**config.mk**
```make
export PLATFORM = sky130hd
export DESIGN_NAME = sbist_ctrl
export DESIGN_NICKNAME = d
export VERILOG_FILES = /design/src/rtl/sbist_pkg.sv /design/src/rtl/sbist_lfsr.sv /design/src/rtl/sbist_misr.sv /design/src/rtl/sbist_fsm.sv /design/src/rtl/sbist_ctrl.sv
export SDC_FILE = /design/constraint.sdc
export NUM_CORES = 1
export LEC_CHECK = 0
export BUFFER_PORTS_ARGS = -buffer_cell sky130_fd_sc_hd__buf_4
export CAP_MARGIN = 20
export CORE_MARGIN = 2
export CORE_UTILIZATION = 61
export DETAILED_ROUTE_END_ITERATION = 7
export PLACE_DENSITY = 0.84
export SYNTH_ARGS = -nofsm -noshare
export SYNTH_HDL_FRONTEND = slang
export SYNTH_SLANG_ARGS = --single-unit
```
**constraint.sdc**
```tcl
create_clock -name clk -period 3.43 [get_ports clk]
set_input_delay 0.1715 -clock clk [delete_from_list [all_inputs] [get_ports clk]]
set_output_delay 0.1715 -clock clk [all_outputs]
set_load 0.02 [all_outputs]
```
**src/rtl/sbist_pkg.sv**
```systemverilog
package sbist_pkg;
    typedef enum logic [2:0] {
        ST_IDLE   = 3'd0,
        ST_SHIFT  = 3'd1,
        ST_LAUNCH = 3'd2,
        ST_CAPT   = 3'd3,
        ST_DONE   = 3'd4
    } seq_st_e;
endpackage

```
**src/rtl/sbist_lfsr.sv**
```systemverilog
module sbist_lfsr #(
    parameter int           W    = 8,
    parameter logic [W-1:0] MASK = 8'h1D,
    parameter logic [W-1:0] SEED = 8'h01,
    parameter bit           FIB  = 1'b0
) (
    input  logic         clk,
    input  logic         rst_n,
    input  logic         load,
    input  logic         step,
    output logic [W-1:0] state
);
    logic [W-1:0] st_d, st_q, nxt;

    generate
        if (FIB) begin : g_ext
            assign nxt = {st_q[W-2:0], st_q[W-1] ^ (^(st_q[W-2:0] & MASK[W-1:1]))};
        end else begin : g_int
            assign nxt = {st_q[W-2:0], 1'b0} ^ (st_q[W-1] ? MASK : '0);
        end
    endgenerate

    always_comb begin
        st_d = st_q;
        if (load)      st_d = SEED;
        else if (step) st_d = nxt;
    end

    always_ff @(posedge clk or negedge rst_n) begin
        if (!rst_n) st_q <= SEED;
        else        st_q <= st_d;
    end

    assign state = st_q;
endmodule

```
**src/rtl/sbist_misr.sv**
```systemverilog
module sbist_misr #(
    parameter int           W    = 8,
    parameter int           IN_W = 2,
    parameter logic [W-1:0] MASK = 8'h71,
    parameter bit           FIB  = 1'b0
) (
    input  logic            clk,
    input  logic            rst_n,
    input  logic            clr,
    input  logic            en,
    input  logic [IN_W-1:0] din,
    output logic [W-1:0]    sig
);
    logic [W-1:0] sig_d, sig_q, nxt, din_ext;

    always_comb begin
        din_ext = '0;
        din_ext[IN_W-1:0] = din;
    end

    generate
        if (FIB) begin : g_ext
            assign nxt = {sig_q[W-2:0], sig_q[W-1] ^ (^(sig_q[W-2:0] & MASK[W-1:1]))} ^ din_ext;
        end else begin : g_int
            assign nxt = ({sig_q[W-2:0], 1'b0} ^ (sig_q[W-1] ? MASK : '0)) ^ din_ext;
        end
    endgenerate

    always_comb begin
        sig_d = sig_q;
        if (clr)     sig_d = '0;
        else if (en) sig_d = nxt;
    end

    always_ff @(posedge clk or negedge rst_n) begin
        if (!rst_n) sig_q <= '0;
        else        sig_q <= sig_d;
    end

    assign sig = sig_q;
endmodule

```
**src/rtl/sbist_fsm.sv**
```systemverilog
module sbist_fsm
    import sbist_pkg::*;
#(
    parameter int PAT_W = 8
) (
    input  logic             clk,
    input  logic             rst_n,
    input  logic             start,
    input  logic             mode,
    input  logic [PAT_W-1:0] pat_total,
    input  logic             cnt_last,
    output logic             cnt_load,
    output logic             cnt_step,
    output logic             gen_load,
    output logic             dat_step,
    output logic             pi_step,
    output logic             misr_clr,
    output logic             misr_en,
    output logic             scan_en,
    output logic             cap_en,
    output logic             done
);
    typedef struct packed {
        seq_st_e          st;
        logic [PAT_W-1:0] pat;
        logic [PAT_W-1:0] total;
        logic             unload;
        logic             fin;
        logic             los;
    } fsm_t;

    fsm_t s_d, s_q;

    always_comb begin
        s_d      = s_q;
        cnt_load = 1'b0;
        cnt_step = 1'b0;
        gen_load = 1'b0;
        dat_step = 1'b0;
        pi_step  = 1'b0;
        misr_clr = 1'b0;
        misr_en  = 1'b0;
        unique case (s_q.st)
            ST_IDLE, ST_DONE: begin
                // session parameters sampled only here
                if (start) begin
                    s_d.los    = mode;
                    s_d.total  = pat_total;
                    s_d.pat    = '0;
                    s_d.unload = 1'b0;
                    s_d.fin    = 1'b0;
                    cnt_load   = 1'b1;
                    gen_load   = 1'b1;
                    misr_clr   = 1'b1;
                    s_d.st     = (pat_total == '0) ? ST_DONE : ST_SHIFT;
                end
            end
            ST_SHIFT: begin
                dat_step = 1'b1;
                misr_en  = s_q.unload;
                if (cnt_last) begin
                    if (s_q.fin)      s_d.st = ST_DONE;
                    else if (s_q.los) s_d.st = ST_CAPT;
                    else              s_d.st = ST_LAUNCH;
                end else begin
                    cnt_step = 1'b1;
                end
            end
            ST_LAUNCH: s_d.st = ST_CAPT;
            ST_CAPT: begin
                s_d.pat    = s_q.pat + 1'b1;
                s_d.unload = 1'b1;
                s_d.fin    = ((s_q.pat + 1'b1) == s_q.total);
                pi_step    = 1'b1;
                cnt_load   = 1'b1;
                s_d.st     = ST_SHIFT;
            end
            default: s_d.st = ST_IDLE;
        endcase
    end

    always_ff @(posedge clk or negedge rst_n) begin
        if (!rst_n) s_q <= '{st: ST_IDLE, default: '0};
        else        s_q <= s_d;
    end

    assign scan_en = (s_q.st == ST_SHIFT);
    assign cap_en  = (s_q.st == ST_LAUNCH) || (s_q.st == ST_CAPT);
    assign done    = (s_q.st == ST_DONE);
endmodule

```
**src/rtl/sbist_ctrl.sv**
```systemverilog
module sbist_ctrl #(
    parameter int               CHAINS    = 2,
    parameter int               CHAIN_LEN = 8,
    parameter int               PAT_W     = 8,
    parameter int               PI_W      = 8,
    parameter int               DAT_W     = 8,
    parameter int               SIG_W     = 8,
    parameter int               CNT_W     = 4,
    parameter logic [PI_W-1:0]  PI_MASK   = 8'h2D,
    parameter logic [PI_W-1:0]  PI_SEED   = 8'hA5,
    parameter logic [DAT_W-1:0] DAT_MASK  = 8'h1D,
    parameter logic [DAT_W-1:0] DAT_SEED  = 8'h3C,
    parameter logic [SIG_W-1:0] SIG_MASK  = 8'h71,
    parameter logic [CNT_W-1:0] CNT_MASK  = 4'h9,
    parameter logic [CNT_W-1:0] CNT_SEED  = 4'h1,
    parameter bit               FIB       = 1'b0
) (
    input  logic              clk,
    input  logic              rst_n,
    input  logic              start,
    input  logic              mode,
    input  logic [PAT_W-1:0]  pat_total,
    input  logic [CHAINS-1:0] scan_out,
    output logic              scan_en,
    output logic [CHAINS-1:0] scan_in,
    output logic [PI_W-1:0]   pi_vec,
    output logic              cap_en,
    output logic [SIG_W-1:0]  signature,
    output logic              done
);
    // terminal state of the shift counter after CHAIN_LEN-1 steps
    function automatic logic [CNT_W-1:0] cnt_term();
        logic [CNT_W-1:0] s;
        s = CNT_SEED;
        for (int i = 0; i < CHAIN_LEN - 1; i++) begin
            if (FIB) s = {s[CNT_W-2:0], s[CNT_W-1] ^ (^(s[CNT_W-2:0] & CNT_MASK[CNT_W-1:1]))};
            else     s = {s[CNT_W-2:0], 1'b0} ^ (s[CNT_W-1] ? CNT_MASK : '0);
        end
        return s;
    endfunction

    localparam logic [CNT_W-1:0] CNT_TERM = cnt_term();

    logic             cnt_load, cnt_step, gen_load, dat_step, pi_step;
    logic             misr_clr, misr_en, cnt_last;
    logic [CNT_W-1:0] cnt_q;
    logic [DAT_W-1:0] dat_q;

    assign cnt_last = (cnt_q == CNT_TERM);

    sbist_fsm #(.PAT_W(PAT_W)) u_fsm (
        .clk      (clk),
        .rst_n    (rst_n),
        .start    (start),
        .mode     (mode),
        .pat_total(pat_total),
        .cnt_last (cnt_last),
        .cnt_load (cnt_load),
        .cnt_step (cnt_step),
        .gen_load (gen_load),
        .dat_step (dat_step),
        .pi_step  (pi_step),
        .misr_clr (misr_clr),
        .misr_en  (misr_en),
        .scan_en  (scan_en),
        .cap_en   (cap_en),
        .done     (done)
    );

    sbist_lfsr #(.W(CNT_W), .MASK(CNT_MASK), .SEED(CNT_SEED), .FIB(FIB)) u_cnt (
        .clk(clk), .rst_n(rst_n), .load(cnt_load), .step(cnt_step), .state(cnt_q)
    );

    sbist_lfsr #(.W(DAT_W), .MASK(DAT_MASK), .SEED(DAT_SEED), .FIB(FIB)) u_dat (
        .clk(clk), .rst_n(rst_n), .load(gen_load), .step(dat_step), .state(dat_q)
    );

    sbist_lfsr #(.W(PI_W), .MASK(PI_MASK), .SEED(PI_SEED), .FIB(FIB)) u_pi (
        .clk(clk), .rst_n(rst_n), .load(gen_load), .step(pi_step), .state(pi_vec)
    );

    sbist_misr #(.W(SIG_W), .IN_W(CHAINS), .MASK(SIG_MASK), .FIB(FIB)) u_misr (
        .clk(clk), .rst_n(rst_n), .clr(misr_clr), .en(misr_en), .din(scan_out), .sig(signature)
    );

    assign scan_in = scan_en ? dat_q[CHAINS-1:0] : '0;
endmodule

```
======== Word-level counts from Yosys, hierarchy flattened ========
Cells that the tools add are included.
W data, S select, Z words.
storage, ports and cells
  bits in read-only memories .............. 0
  latch bits .............................. 0
  flip-flop bits (word level) ............. 50
  bits of input ports ..................... 14
  bits in writable memories ............... 0
  output and inout port bits .............. 21
  memories kept ........................... 0
  word-level logic and storage cells ...... 65
cells by class
  multipliers ............................. 0
  equal/unequal tests ..................... 8
  muxes and demuxes ....................... 29
  add/sub/neg operators ................... 1
  bitwise operators ....................... 5
  reduce and logical (&&, ||, !) cells .... 12
  div/mod/pow operators ................... 0
  order comparisons ....................... 0
  shift operators ......................... 0
operators with widths
  kind                   count
  $mux W8                6
  $xor A8 B8 Y8          3
  $mux W22               1
  $pmux W8 S2            1
  $mux W4                3
  $pmux W3 S4            1
  $reduce_bool A2 Y1     5
  $mux W3                3
  $add A8 B1 Y8 const B  1
  $eq A8 B8 Y1           1
  $logic_not A8 Y1       1
  $mux W1                8
  $xor A8 B2 Y8          1
  $mux W7                1
  $eq A3 B2 Y1 const B   2
  $mux W6                1
  $reduce_and A2 Y1      3
  $mux W5                1
  $eq A4 B3 Y1 const B   1
  $pmux W2 S2            1
  $xor A4 B4 Y4          1
  $eq A3 B1 Y1 const B   1
  $eq A3 B3 Y1 const B   1
  $logic_not A3 Y1       1
  other kinds (6)        6

======== Logic depth before layout (Yosys ltp) ========
Gate-level depths: netlist of run 1.
  word-level depth ........................ 5
  gate-level depth with buffers ........... 9
  depth with buffers taken out ............ 6

======== By module ========
Synthesis of run 1 repeated with hierarchy kept, for this count alone.
second synthesis, totals
  cells, all modules ...................... 255
  area total of the unflattened synthesis .. 2526.2 sq um
by module, submodules not included
  module               sequential area each (sq um)  area an instance (sq um)  cells an instance  times used
  sbist_fsm            550.5                         1234.9                    145                1
  sbist_lfsr at u_dat  205.2                         371.6                     31                 1
  sbist_misr           200.2                         364.1                     32                 1
  sbist_lfsr at u_pi   205.2                         359.1                     30                 1
  sbist_lfsr at u_cnt  101.3                         173.9                     14                 1
  sbist_ctrl           0.0                           22.5                      3                  1

======== Worst setup path after synthesis of run 1 ========
OpenSTA, ideal clock, no wires.
  kind .................................... register -> register
  from .................................... register u_fsm.s_q[11] in the netlist's numbering
  to ...................................... register u_fsm.s_q[1] in the netlist's numbering
  period minus slack after synthesis ...... 1881 ps
  slack ................................... 1549 ps
  library setup time ...................... 95 ps
  stages on the path, launching flop included .. 7
  data required time ...................... 3335 ps
  buffers on the path ..................... 0
  data arrival time ....................... 1786 ps
  cells stage by stage .................... dfrtp_1 ha_1 xor2_1 a2111oi_2 o221ai_1 a211o_1 o32ai_2
on the way
  cells in the longest elaborated chain, start to end .. 3
RTL lines
  element                 line             RTL
  from (decl)             sbist_fsm.sv:32  fsm_t s_d, s_q;
  from (signal assigned)  sbist_fsm.sv:83  if (!rst_n) s_q <= '{st: ST_IDLE, default: '0};
  from (signal assigned)  sbist_fsm.sv:84  else s_q <= s_d;
  $add A8 B1 Y8           sbist_fsm.sv:73  s_d.fin = ((s_q.pat + 1'b1) == s_q.total);
  $eq A8 B8 Y1            sbist_fsm.sv:73
  $pmux W2 S2             sbist_fsm.sv:43  unique case (s_q.st)
No other way between the ends.
A chain may end at the register's enable or synchronous reset.

======== Final worst setup path of run 1 ========
  from .................................... register u_fsm.s_q[20] in the netlist's numbering
  to ...................................... output scan_in[0]
on the way
  cells in the longest elaborated chain, start to end .. 2
RTL lines
  element       line              RTL
  $eq A3 B1 Y1  sbist_fsm.sv:87   assign scan_en = (s_q.st == ST_SHIFT);
  $mux W2       sbist_ctrl.sv:86  assign scan_in = scan_en ? dat_q[CHAINS-1:0] : '0;
  to (decl)     sbist_ctrl.sv:25  output logic [CHAINS-1:0] scan_in,
No other way between the ends.

==> results.sh, run 1 <==
export IMPL_rel_slew_slack=0.528
export IMPL_dr_total_vias=1924
export IMPL_synth_seq_cells=50
export IMPL_ant_nets=0
export IMPL_tritoncts_clock_tree="done"
export IMPL_crit_fanout=18
export IMPL_clock_path_buffers=2
export IMPL_row_count=23
export IMPL_grt_first_pass_wirelength_mm=8.22
export IMPL_final_max_slew_violation_count=0
export IMPL_syn_nets=281
export IMPL_syn_mean_instance_area_um2=9.25
export IMPL_num_antenna_cells=0
export IMPL_ratio_of_total_power_to_cell_area_nw_per_um2=977
export IMPL_critical_path_startpoint_type="flop"
export IMPL_floorplan_die_area_um2=4540
export IMPL_hpwl_mm=3.41
export IMPL_r2r_end="u_fsm.s_q[1]"
export IMPL_tritoncts_num_sinks=50
export IMPL_final_hold_viol_count=0
export IMPL_drt_first_iter_violations=232
export IMPL_synth_yosys_seq_area_share=0.515
export IMPL_cts_post_setup_buffers_inserted=0
export IMPL_hold_path_class="primary input to flop"
export IMPL_chipHeight_um=67.4
export IMPL_timing_worst_slew_pin_value_ns=0.706
export IMPL_stdcell_area_um2=2810
export IMPL_power_leakage_nw=1.29
export IMPL_die_w_um=67.4
export IMPL_synth_enable_flop_cells=0
export IMPL_globalplace_congestion=0.784
export IMPL_placed_cell_area_um2=2690
export IMPL_synthesis_yosys_warnings=0
export IMPL_htreeDepth=2
export IMPL_setup_viol=0
export IMPL_synth_top_flop_cell="dfrtp_1"
export IMPL_worst_path_required_ns=3.26
export IMPL_cts_root_buf="clkbuf_8"
export IMPL_crit_type="flop to output port"
export IMPL_setup_repair_after_global_routing_missed_its_margin="no"
export IMPL_synth_distinct_cells=48
export IMPL_numCtsBuffers=5
export IMPL_route_detailed_vias_per_inst=5.61
export IMPL_finish_net_count=308
export IMPL_fmaxAchievable_ghz=0.475
export IMPL_timing_reg2reg_setup_slack_ns=1.34
export IMPL_period_needed_ns=2.10
export IMPL_place_port_buffers=34
export IMPL_area_growth_syn_to_layout_pct=14.7
export IMPL_final_min_period_over_clock_period=0.614
export IMPL_cp_startpoint="u_fsm.s_q[20]"
export IMPL_clk_pin_slew_worst_paths_ns=0.09
export IMPL_clock_latency_ns=0.30
export IMPL_route_detailed_wl_per_inst_um=14.7
export IMPL_timing_rr_start="u_fsm.s_q[19]"
export IMPL_fill_cells=300
export IMPL_worst_endpoint_arrival_ns=1.93
export IMPL_finalClockSkew_ns=0.00285
export IMPL_globalRoute_totalOverflow=0
export IMPL_critical_path_endpoint="scan_in[0]"
export IMPL_design_core_area_um2=3940
export IMPL_tns_ns=0
export IMPL_outcome="completed"
export IMPL_drt_pass1_iter_count=5
export IMPL_ir_worst_vdd_mv=0.577
export IMPL_drv_cap=0
export IMPL_floorplan_initialDensity=0.622
export IMPL_detail_route_wirelength_mm=5.05
export IMPL_ff2ff_path_depth=5
export IMPL_syn_instance_count=265
export IMPL_post_syn_area_um2=2450
export IMPL_setup_worst_path_end_class="output port"
export IMPL_drive_above_1_share=0.208
export IMPL_route_detailed_drc=0
export IMPL_grt_pass1_vias=1850
export IMPL_io_pins=35
export IMPL_antenna_violations_before_repair=0
export IMPL_async_sr_flop_fraction=1.00
export IMPL_grt_use_total=0.244
export IMPL_grt_max_degree=51
-- registers in the layout, summed over array words and instances, names as in the netlist --
register and flops:
u_fsm.s_q 22, u_dat.state 8, u_misr.sig 8, u_pi.state 8, u_cnt.state 4
-- cell type report --
| class | count | area [µm²] | area share |
|---|---|---|---|
| inverter | 8 | 30.0 | 0.0107 |
| multi-input combinational | 191 | 1070 | 0.382 |
| tap | 50 | 62.6 | 0.0223 |
| clock inverter | 2 | 37.5 | 0.0134 |
| timing repair buffer | 36 | 273 | 0.0971 |
| sequential | 50 | 1260 | 0.449 |
| clock buffer | 6 | 72.6 | 0.0258 |
-- critical path: stages (launching register included) --
cell      delay, ns
dfrtp_1        0.46
nand2b_1       0.20
nand2b_1       0.33
inv_2          0.33
nand2_1        0.12
inv_1          0.06
buf_4          0.13
-- synth_stat cells, drive strengths merged, types with 3 or more instances --
| cell | n | area (µm²) |
|---|---|---|
| xnor2 | 18 | 158 |
| dfrtp | 41 | 1030 |
| clkbuf | 8 | 30.0 |
| nor3 | 3 | 15.0 |
| nor2 | 11 | 41.3 |
| a21oi | 21 | 105 |
| nand2 | 68 | 255 |
| nand3 | 18 | 90.1 |
| o21ai | 14 | 70.1 |
| buf | 8 | 56.3 |
| xor2 | 3 | 26.3 |
| inv | 8 | 30.0 |
| dfstp | 9 | 236 |
-- cell families after synthesis --
kind of cell,after synthesis,share of synthesized area
AND/OR/NAND/NOR,115,0.213
AO/OA/AOI/OAI,53,0.139
buffers and inverters,24,0.0475
XOR/XNOR,21,0.0750
adder cells (fa/ha/maj),2,0.0102
flip-flops,50,0.515
-- placed cells by master, fill, tap and decap left out, types with 2 or more instances in the layout --
| cell type | count |
|---|---|
| nor3_1 | 3 |
| clkbuf_8 | 5 |
| buf_4 | 35 |
| nor2_1 | 11 |
| ha_1 | 2 |
| dfrtp_1 | 41 |
| inv_1 | 7 |
| nand2b_1 | 2 |
| and2_1 | 2 |
| xor2_1 | 3 |
| dfstp_2 | 9 |
| o21ai_0 | 14 |
| o22ai_1 | 2 |
| nand3_1 | 18 |
| a21oi_1 | 21 |
| nand2_1 | 68 |
| xnor2_1 | 18 |
| or4_1 | 2 |
-- power breakdown --
group / total [mW] / internal, mW / switching, mW / leakage, nW
registers: 1.12 / 0.871 / 0.250 / 0.622
logic: 1.21 / 0.505 / 0.705 / 0.616
clock network: 0.416 / 0.218 / 0.198 / 0.0514
total: 2.75 / 1.59 / 1.15 / 1.29
-- how the worst min path moves through the flow --
stage | startpoint | to | slack (ns) | depth (start not counted)
CTS | mode | u_fsm.s_q[0] | 0.05 | 3
global placement | rst_n | u_misr.sig[5] | 0.22 | 1
finish | mode | u_fsm.s_q[0] | 0.05 | 3
global route | mode | u_fsm.s_q[0] | 0.06 | 3
detailed placement | rst_n | u_misr.sig[5] | 0.23 | 1
floorplan | rst_n | u_cnt.state[1] | -0.12 | 0
-- through the flow --
stage | std cells | hold slack [ns] | utilization | total power, mW | worst slack, ns
6_report | 343 | 0.0544 | 0.713 | 2.75 | 1.33
5_1_grt | 343 | 0.0604 | 0.713 | 2.95 | 1.18
4_1_cts | 343 | 0.0466 | 0.713 | 2.75 | 1.33
3_5_place_dp | 334 | 0.229 | 0.682 | 2.33 | 1.35
3_3_place_gp | 334 | 0.224 | 0.682 | 2.29 | 1.44
2_1_floorplan | 265 | -0.124 | - | 2.00 | 1.55
-- per-layer routing --
layer | track usage | up-vias | wire [µm]
li1 | - | 949 | -
met1 | 0.307 | 912 | 2250
met2 | 0.405 | 50 | 2450
met3 | 0.0550 | 13 | 213
met4 | 0.102 | 0 | 133
met5 | 0 | - | 0
-- what timing repair did --
item / CTS / global route
hold buffers: 1 / 0
hold endpoints to repair: 41 / 0
gates resized for setup: 0 / 0
Power figures use the tool's default switching activity.
==> run 2: changes to the inputs <==
CORE_UTILIZATION = 51   (was 61)
PLACE_DENSITY = 0.75   (was 0.84)
clock period = 1.8 ns   (was 3.43 ns; I/O delays follow)
==> run 2 against run 1 <==
Sequential power increased by 87%. Highest routed layer unchanged. Clock skew increased by 0.012 ns. Sequential share of layout area decreased by 3.2 points. Critical endpoint is now u_fsm.s_q[1]. Final area increased by 8.1%.
==> results.sh, run 2 (synthesis gave the netlist of run 1 again) <==
export IMPL_clk_pin_slew_worst_paths_ns=0.09
export IMPL_worst_path_required_ns=2.02
export IMPL_hold_slack_ns=0.0750
export IMPL_num_antenna_cells=0
export IMPL_numCtsBuffers=5
export IMPL_final_seq_area_um2=1270
export IMPL_fill_cells=388
export IMPL_antenna_violations_before_repair=0
export IMPL_power_leakage_nw=1.40
export IMPL_route_detailed_wl_per_inst_um=14.5
export IMPL_multi_input_comb_area_um2=1090
export IMPL_largest_register_ffs=22
export IMPL_final_common_cell="nand2_1"
export IMPL_tritoncts_clock_tree="done"
export IMPL_stdcell_area_um2=3040
export IMPL_grt_use_total=0.210
export IMPL_hold_path_class="primary input to flop"
export IMPL_tns_ns=0
export IMPL_worst_endpoint_arrival_ns=1.94
export IMPL_io_pins=35
export IMPL_final_util=0.647
export IMPL_dr_total_vias=2031
export IMPL_setup_worst_path_end_class="flop"
export IMPL_rel_slew_slack=0.589
export IMPL_drt_pass1_iter_count=4
export IMPL_layout_cells_most_common_list="68 x nand2_1, 48 x buf_4, 38 x dfrtp_1"
export IMPL_die_w_um=73.3
export IMPL_finalClockSkew_ns=0.0146
export IMPL_tritoncts_num_sinks=50
export IMPL_cts_root_buf="clkbuf_8"
export IMPL_globalplace_congestion=0.795
export IMPL_final_hold_viol_count=0
export IMPL_fmaxAchievable_ghz=0.582
export IMPL_drt_first_iter_violations=125
export IMPL_placed_cell_area_um2=2810
export IMPL_final_min_period_over_clock_period=0.954
export IMPL_power_total_mw=5.44
export IMPL_timing_worst_slew_pin_value_ns=0.617
export IMPL_period_needed_ns=1.72
export IMPL_ir_worst_vdd_mv=1.10
export IMPL_setup_viol=0
export IMPL_grt_max_degree=51
export IMPL_grt_pass1_vias=1774
export IMPL_final_max_slew_violation_count=0
export IMPL_globalRoute_totalOverflow=0
export IMPL_max_flop_register="u_fsm.s_q"
export IMPL_clock_path_buffers=2
export IMPL_critical_path_startpoint_type="flop"
export IMPL_grt_first_pass_wirelength_mm=8.51
export IMPL_drive_above_1_share=0.256
export IMPL_place_port_buffers=34
export IMPL_row_count=25
export IMPL_ant_nets=0
export IMPL_crit_fanout=5
export IMPL_ratio_of_total_power_to_cell_area_nw_per_um2=1790
export IMPL_floorplan_die_area_um2=5380
export IMPL_finish_net_count=332
export IMPL_design_core_area_um2=4690
export IMPL_floorplan_initialDensity=0.522
export IMPL_htreeDepth=2
export IMPL_route_detailed_drc=0
export IMPL_area_growth_syn_to_layout_pct=23.9
export IMPL_outcome="completed"
export IMPL_drv_cap=0
export IMPL_detail_route_wirelength_mm=5.38
export IMPL_crit_type="flop to flop"
export IMPL_chipHeight_um=73.3
export IMPL_setup_repair_after_global_routing_missed_its_margin="yes"
export IMPL_hpwl_mm=3.59
export IMPL_route_detailed_vias_per_inst=5.47
export IMPL_clock_latency_ns=0.31
## run 2: per-layer routing
layer / vias up / part of all wire / GRT usage / wire length [µm]
met5: - / 0 / 0 / 0
met4: 0 / 0.015 / 0.0788 / 81
met3: 9 / 0.041 / 0.0576 / 218
met2: 45 / 0.49 / 0.326 / 2660
met1: 986 / 0.45 / 0.282 / 2420
li1: 991 / - / - / -
## run 2: critical path, stage by stage (launching register included)
cell and delay (ns):
dfrtp_2 0.44, buf_6 0.13, xnor2_1 0.13, a2111oi_2 0.32, o221ai_1 0.16, a211o_1 0.26, o32ai_2 0.19
## run 2: cell type report
class                           instances  share of cell area
Sequential cell                        50               0.417
Timing Repair Buffer                   60               0.160
Clock buffer                            7              0.0284
Inverter                                8              0.0107
Tap cell                               54              0.0222
Clock inverter                          1             0.00165
Multi-Input combinational cell        191               0.360
## run 2: per-stage QoR
stage	setup slack (ns)	instances
floorplan	0.00390	265
global placement	-0.00800	351
detailed placement	-0.0303	351
CTS	0.0362	370
global route	-0.0372	371
finish	0.0821	371
## run 2: power by group
group / internal [mW] / switching (mW) / leakage [nW] / total, mW
registers: 1.67 / 0.420 / 0.619 / 2.09
logic: 1.21 / 1.46 / 0.737 / 2.67
clock network: 0.311 / 0.376 / 0.0482 / 0.687
total: 3.18 / 2.26 / 1.40 / 5.44
## run 2: path summary, 6_finish.rpt
path | from | to | slack, ns | cells past startpoint
max in group asynchronous | rst_n | u_fsm.s_q[20] | 1.01 | 2
worst min register to register | u_dat.state[5] | u_dat.state[5] | 0.48 | 2
min in group asynchronous | rst_n | u_fsm.s_q[2] | 0.33 | 2
worst max register to register | u_fsm.s_q[11] | u_fsm.s_q[1] | 0.08 | 6
worst min-delay path | scan_out[0] | u_misr.sig[0] | 0.08 | 3
worst max-delay path | u_fsm.s_q[11] | u_fsm.s_q[1] | 0.08 | 6
## run 2: timing repair
action,CTS,global route
pin swaps,3,1
gates resized for setup,4,4
setup buffers,1,1
setup endpoints to repair,3,3
hold buffers,10,0
endpoints found under the hold margin,50,0
